===== config.mk =====
export PLATFORM = sky130hd
export DESIGN_NAME = vn_debiaser
export DESIGN_NICKNAME = d
export VERILOG_FILES = /design/src/rtl/vnd_pkg.sv /design/src/rtl/vnd_ctrl.sv /design/src/rtl/vnd_datapath.sv /design/src/rtl/vn_debiaser.sv
export SDC_FILE = /design/constraint.sdc
export NUM_CORES = 1
export LEC_CHECK = 0
export CORE_AREA = 2 2 39 41
export DETAILED_ROUTE_END_ITERATION = 12
export DIE_AREA = 0 0 41 43
export PLACE_DENSITY = 0.42
export SLEW_MARGIN = 20
export SYNTH_ARGS = -nofsm -noshare
export SYNTH_HDL_FRONTEND = slang
export SYNTH_SLANG_ARGS = --single-unit
export TNS_END_PERCENT = 30

===== constraint.sdc =====
create_clock -name clk -period 2.51 [get_ports clk]
set_input_delay 0.251 -clock clk [delete_from_list [all_inputs] [get_ports clk]]
set_output_delay 0.251 -clock clk [all_outputs]
set_load 0.02 [all_outputs]

===== src/rtl/vnd_pkg.sv =====
package vnd_pkg;

  typedef enum logic {
    PAIR_WAIT = 1'b0,
    PAIR_HOLD = 1'b1
  } pairState_t;

  typedef struct packed {
    logic loadFirst;
    logic pairDone;
  } ctrlStrobes_t;

endpackage


===== src/rtl/vnd_ctrl.sv =====
module vnd_ctrl
  import vnd_pkg::*;
(
  input  logic         clk,
  input  logic         rstN,
  input  logic         rawValid,
  output ctrlStrobes_t strobes
);

  pairState_t state;
  pairState_t stateNext;

  always_comb begin
    stateNext         = state;
    strobes.loadFirst = 1'b0;
    strobes.pairDone  = 1'b0;
    if (rawValid) begin
      if (state == PAIR_WAIT) begin
        strobes.loadFirst = 1'b1;
        stateNext         = PAIR_HOLD;
      end else begin
        strobes.pairDone  = 1'b1;
        stateNext         = PAIR_WAIT;
      end
    end
  end

  always_ff @(posedge clk or negedge rstN) begin
    if (!rstN) state <= PAIR_WAIT;
    else       state <= stateNext;
  end

  // idle cycles leave the pair state untouched
  p_idle_keeps_state_r6: assert property (@(posedge clk) disable iff (!rstN)
    !rawValid |=> $stable(state));

  // a completed pair always returns to waiting for a fresh first bit
  p_no_overlap_r7: assert property (@(posedge clk) disable iff (!rstN)
    (state == PAIR_HOLD && rawValid) |=> state == PAIR_WAIT);

  // a first bit is always followed by holding
  p_capture_hold_r7: assert property (@(posedge clk) disable iff (!rstN)
    (state == PAIR_WAIT && rawValid) |=> state == PAIR_HOLD);

endmodule


===== src/rtl/vnd_datapath.sv =====
module vnd_datapath
  import vnd_pkg::*;
(
  input  logic         clk,
  input  logic         rstN,
  input  logic         rawBit,
  input  ctrlStrobes_t strobes,
  output logic         outBit,
  output logic         outValid
);

  logic heldBit;
  logic pairDiffers;

  assign pairDiffers = strobes.pairDone && (heldBit != rawBit);

  always_ff @(posedge clk or negedge rstN) begin
    if (!rstN) begin
      heldBit  <= 1'b0;
      outBit   <= 1'b0;
      outValid <= 1'b0;
    end else begin
      if (strobes.loadFirst) heldBit <= rawBit;
      outValid <= pairDiffers;
      if (pairDiffers) outBit <= rawBit;
    end
  end

  // 1 then 0 yields an emitted 0
  p_one_zero_r2: assert property (@(posedge clk) disable iff (!rstN)
    (strobes.pairDone && heldBit && !rawBit) |=> (outValid && !outBit));

  // 0 then 1 yields an emitted 1
  p_zero_one_r3: assert property (@(posedge clk) disable iff (!rstN)
    (strobes.pairDone && !heldBit && rawBit) |=> (outValid && outBit));

  // equal pairs are dropped
  p_equal_drop_r4: assert property (@(posedge clk) disable iff (!rstN)
    (strobes.pairDone && (heldBit == rawBit)) |=> !outValid);

  // the output strobe never lasts two cycles
  p_single_pulse_r5: assert property (@(posedge clk) disable iff (!rstN)
    outValid |=> !outValid);

  // the output bit only moves together with a strobe
  p_bit_hold_r9: assert property (@(posedge clk) disable iff (!rstN)
    !outValid |-> $stable(outBit));

  // no strobe without a completed pair
  p_strobe_cause_r1: assert property (@(posedge clk) disable iff (!rstN)
    !strobes.pairDone |=> !outValid);

endmodule


===== src/rtl/vn_debiaser.sv =====
module vn_debiaser
  import vnd_pkg::*;
(
  input  logic clk,
  input  logic rstN,
  input  logic rawBit,
  input  logic rawValid,
  output logic outBit,
  output logic outValid
);

  ctrlStrobes_t strobes;

  vnd_ctrl uCtrl (
    .clk      (clk),
    .rstN     (rstN),
    .rawValid (rawValid),
    .strobes  (strobes)
  );

  vnd_datapath uData (
    .clk      (clk),
    .rstN     (rstN),
    .rawBit   (rawBit),
    .strobes  (strobes),
    .outBit   (outBit),
    .outValid (outValid)
  );

endmodule


==> results.json, run 1 <==
{
  "status": "finished clean",
  "n_antenna_cell": 0,
  "setup_viol_count_final": 0,
  "yosysUniqueCellTypes": 9,
  "cp.buffers_inverters": 1,
  "yosysMostFrequentCell": "dfrtp_1",
  "grt.overflow.total": 0,
  "p_int_uw": 200.0,
  "nFillCells": 155,
  "slowest_delay_ns": 0.60,
  "vias_per_cell": 3.342,
  "hold_viol": 0,
  "synth_top_area_share_pct": 60.61,
  "fin_setup_tns_ns": 0,
  "start_util_pct": 11.93,
  "cts_max_level": 1,
  "synthTopCellsByArea": "dfrtp_1 61%, mux2_4 9.1%, nand2b_1 7.6%, xor2_1 5.3%, nand2_1 4.5%",
  "worstReg2RegEnd": "uData.heldBit",
  "arrival_ns": 1.17,
  "setup_ws_ns": 1.087,
  "grt_pass1_vias": 137,
  "worstPathMaxFanout": 2,
  "combPwrFrac_pct": 33.2,
  "cts_buffers": 3,
  "cts_setup_buffers": 0,
  "hold_buffers": 0,
  "synth_edf_count": 0,
  "antenna_found_initial": 0,
  "cp.required_ns": 2.26,
  "grt_usage_pct": 5.533,
  "cts_buffer_depth": 2,
  "vias": 127,
  "drt_pass1_iterations": 1,
  "worst_skew_pair.late_latency_ns": 0.24,
  "crit_type": "reg -> out",
  "place_congestion": 0.6391,
  "drtIter0Drc": 0,
  "cts_tree": "built",
  "syn_nets": 18,
  "reg2reg_slack_ns": 1.55,
  "wl_met1_um": 119,
  "nets": 28,
  "clock_sinks": 4,
  "fin_crit_sh_pct": 56.68,
  "synth.avg_cell_area_um2": 11.80,
  "finalClockSkew_ns": 0.002727,
  "grt_max_degree": 5,
  "fin_util_pct": 18.63,
  "drive_gt1_share_pct": 18.18,
  "fin_crit_ns": 1.423,
  "row_count": 14,
  "detail_route.wl_per_cell_um": 7.184,
  "cp_cell_sequence": "clkdlybuf4s50_1",
  "ant_nets": 0,
  "hold_path.class": "in -> async",
  "wirelength_um": 273,
  "power.density_nw_per_um2": 1115,
  "ir_drop_v": 0.0003095,
  "dieArea_um2": 1763,
  "ys_seq_area_share_pct": 60.61,
  "crit_path_end_kind": "primary output",
  "leakagePower_nw": 0.1129,
  "core-area_um2": 1384,
  "drcViolationCount": 0,
  "rsz0062_at_grt": "no",
  "root_buffer": "clkbuf_4",
  "yosys_warnings": 0,
  "top_layer": "met3",
  "dr_wl_met3_um": 58,
  "synthTopCellsByCount": "4 x dfrtp_1, 2 x nand2_1, 2 x nand2b_1",
  "timing.rr.start": "uCtrl.state",
  "relSlewSlack_pct": 85.97,
  "route.met2.wl_um": 94,
  "report.final.slew_viol_count": 0,
  "syn_inst": 14,
  "num_io_pins": 6,
  "power.switching_uw": 87.41,
  "place_ws_ns": 1.202,
  "p_seq_share_pct": 38.9,
  "syn-cell-area_um2": 165.2,
  "area_growth_pct": 56.06,
  "ys.flop_type": "dfrtp_1",
  "dieHeight_um": 43,
  "worstSetupStartpointType": "flip-flop",
  "synth_seq_cells": 4,
  "clockPowerShare_pct": 27.9,
  "fmax_ghz": 0.7029,
  "grt_first_pass_wirelength_um": 565,
  "fin_total_pwr_uw": 287.5,
  "final_cell_area_um2": 257.7,
  "cts_resized": 0,
  "r2r_cells": 2,
  "port_buffers": 5,
  "yosysTopAreaCell": "dfrtp_1",
  "postPlaceCellArea_um2": 235.2,
  "die_x_um": 41,
  "clk_pin_slew_worst_paths_ns": 0.04,
  "synthArstFlopShare_pct": 100.0,
  "switching_share_pct": 30.41,
  "maxCapViolCount": 0,
  "place_hpwl_um": 223.1,
  "crit_cells": 1,
  "worstMarginPinSlew_ns": 0.2098,
  "crit_family": "buffers and inverters",
  "cp_slowest_cell": "clkdlybuf4s50_1"
}
[how the worst max path moves through the flow]
stage                       from             to  slack [ns]
floorplan            uCtrl.state  uData.heldBit        1.57
global placement        rawValid   uData.outBit        1.26
detailed placement      rawValid   uData.outBit        1.20
CTS                 uData.outBit         outBit        1.08
global route        uData.outBit         outBit        1.05
finish              uData.outBit         outBit        1.09
[kinds of logic (layout without fill, tap and decap cells)]
family / Yosys count / after routing / share of synthesized area, %
muxes: 1 / 1 / 9.088
xor gates and xnor gates: 1 / 1 / 5.304
AOI/OAI and AO/OA: 3 / 3 / 10.60
and+or+nand+nor: 4 / 4 / 12.12
DFF: 4 / 4 / 60.61
buffers and inverters: 1 / 9 / 2.271
[per-stage QoR]
stage | std cells | hold slack [ns]
4_1_cts | 38 | 0.2196
2_1_floorplan | 14 | -0.04459
3_5_place_dp | 35 | 0.4704
3_3_place_gp | 35 | 0.4629
5_1_grt | 38 | 0.2332
6_report | 38 | 0.2183
[cell type report]
type	instances	area, um2	share of cell area, %
Clock buffer	3	22.52	8.738
Timing Repair Buffer	5	50.05	19.42
Multi-Input combinational cell	9	61.31	23.79
Tap cell	16	20.02	7.767
Sequential cell	4	100.1	38.83
Inverter	1	3.754	1.456
[layer usage]
metal  vias up  track usage, %
met5         -               0
met4         0           2.000
met3         0           7.853
met2        10           5.625
met1        54           6.149
li1         63               -
[layout by cell type (no fill, tap or decap)]
master / synthesis / final
inv_1: 1 / 1
xor2_1: 1 / 1
o31ai_1: 1 / 1
clkdlybuf4s50_1: 0 / 5
clkbuf_4: 0 / 3
mux2_4: 1 / 1
dfrtp_1: 4 / 4
nand2_1: 2 / 2
o21ai_0: 1 / 1
nand2b_1: 2 / 2
a21oi_1: 1 / 1
[power groups by stage]
stage / Sequential (mW) / Combinational (mW) / Clock (mW)
after floorplan: 0.125 / 0.0451 / 0
after global placement: 0.111 / 0.0930 / 0
after detailed placement: 0.113 / 0.0970 / 0
after CTS: 0.112 / 0.0975 / 0.0836
after global routing: 0.116 / 0.109 / 0.0892
final: 0.112 / 0.0955 / 0.0803
[flip-flops by register name (all words and copies together), names as in the netlist]
register        cells
uData.outValid      1
uData.heldBit       1
uCtrl.state         1
uData.outBit        1
Note: power is estimated with default switching activity, not from simulation.
==> run 2, diff against run 1 <==
==> constraint.sdc (replaced) <==
create_clock -name clk -period 1.25 [get_ports clk]
set_input_delay 0.125 -clock clk [delete_from_list [all_inputs] [get_ports clk]]
set_output_delay 0.125 -clock clk [all_outputs]
set_load 0.02 [all_outputs]
==> results.json, run 2 (synthesis gave the netlist of run 1 again) <==
{
  "fin_total_pwr_uw": 558.5,
  "detail_route.wl_per_cell_um": 7.184,
  "power.density_nw_per_um2": 2188,
  "slowest_delay_ns": 0.37,
  "core-area_um2": 1384,
  "nets": 28,
  "cts_tree": "built",
  "reg2reg_slack_ns": 0.29,
  "vias_per_cell": 3.342,
  "drive_gt1_share_pct": 18.18,
  "maxCapViolCount": 0,
  "n_antenna_cell": 0,
  "grt.overflow.total": 0,
  "drcViolationCount": 0,
  "place_hpwl_um": 221.7,
  "drt_pass1_iterations": 1,
  "fin_crit_sh_pct": 83.48,
  "port_buffers": 5,
  "crit_type": "reg -> out",
  "grt_first_pass_wirelength_um": 565,
  "drtIter0Drc": 0,
  "antenna_found_initial": 0,
  "cp_cell_sequence": "dlygate4sd2_1",
  "relSlewSlack_pct": 86.39,
  "wirelength_um": 273,
  "hold_viol": 0,
  "worst_skew_pair.late_latency_ns": 0.23,
  "report.final.slew_viol_count": 0,
  "leakagePower_nw": 0.1185,
  "root_buffer": "clkbuf_4",
  "row_count": 14,
  "arrival_ns": 0.92,
  "grt_pass1_vias": 137,
  "dieHeight_um": 43,
  "num_io_pins": 6,
  "layout_commonest_cell": "dfrtp_1",
  "worstMarginPinSlew_ns": 0.2049,
  "dieArea_um2": 1763,
  "setup_viol_count_final": 0,
  "finalClockSkew_ns": 0.002447,
  "worstPathMaxFanout": 2,
  "fin_crit_ns": 1.043,
  "status": "finished clean",
  "layout_common_cells": "4 x dfrtp_1, 3 x clkbuf_4, 3 x clkdlybuf4s50_1",
  "rsz0062_at_grt": "no",
  "cp.required_ns": 1.12,
  "clk_pin_slew_worst_paths_ns": 0.04,
  "r2r_cells": 2,
  "fin_setup_tns_ns": 0,
  "crit_family": "flip-flops",
  "clock_sinks": 4,
  "cts_buffer_depth": 2,
  "area_growth_pct": 54.55,
  "cp.buffers_inverters": 1,
  "start_util_pct": 11.93,
  "timing.rr.start": "uCtrl.state",
  "grt_max_degree": 5,
  "place_congestion": 0.6394,
  "worstReg2RegEnd": "uData.heldBit",
  "die_x_um": 41,
  "vias": 127,
  "cp_slowest_cell": "dfrtp_1",
  "cts_buffers": 3,
  "fmax_ghz": 0.9583,
  "ir_drop_v": 0.0006017,
  "worstSetupStartpointType": "flip-flop",
  "hold_buffers": 0,
  "crit_path_end_kind": "primary output",
  "cts_max_level": 1,
  "ant_nets": 0,
  "grt_usage_pct": 5.539,
  "hold_path.class": "in -> async"
}
run 2: cell count changes in the layout (fill, tap and decap cells not counted):
cell / delta
dlygate4sd2_1: +2
clkdlybuf4s50_1: -2
run 2: routing by layer:
metal  track usage [%]  share of wire, %  up-vias
met1             6.169                43       54
met5                 0                 0        -
met3             7.853                22        0
met2             5.625                34       10
met4             2.000                 0        0
li1                  -                 -       63
run 2: area by class of cell:
cell class | instances | area, um2
fillers | 155 | 1129
flip-flops and latches | 4 | 100.1
multi-input cells | 9 | 61.31
repair buffers | 5 | 47.55
clock buffers | 3 | 22.52
well taps | 16 | 20.02
inverters | 1 | 3.754
run 2: worst max-delay path by stage:
| stage | from | end | cells after the start |
|---|---|---|---|
| global placement | rawValid | uData.outBit | 4 |
| CTS | uData.outBit | outBit | 1 |
| finish | uData.outBit | outBit | 1 |
| detailed placement | rawValid | uData.outBit | 4 |
| floorplan | uCtrl.state | uData.heldBit | 2 |
| global route | uData.outBit | outBit | 1 |
run 2: metrics by stage:
step	cell area, um2	cells	setup WS (ns)	utilization (%)	hold WS [ns]
2_1_floorplan	165.2	14	0.3146	-	-0.1706
3_3_place_gp	235.2	35	0.1218	17.00	0.3367
3_5_place_dp	235.2	35	0.06813	17.00	0.3447
4_1_cts	255.2	38	0.1973	18.44	0.09420
5_1_grt	255.2	38	0.1735	18.44	0.1072
6_report	255.2	38	0.2065	18.44	0.09294
run 2: what timing repair did:
item | in CTS | in global routing
setup endpoints to repair | 2 | 0
hold endpoints to repair | 0 | 0
setup buffers | 0 | 0
gates resized for setup | 2 | 0
run 2: where the power goes:
part | total [mW] | internal (mW) | switching, mW
clock network | 0.161 | 0.107 | 0.0534
logic | 0.175 | 0.0890 | 0.0857
registers | 0.223 | 0.188 | 0.0351
total | 0.559 | 0.384 | 0.174
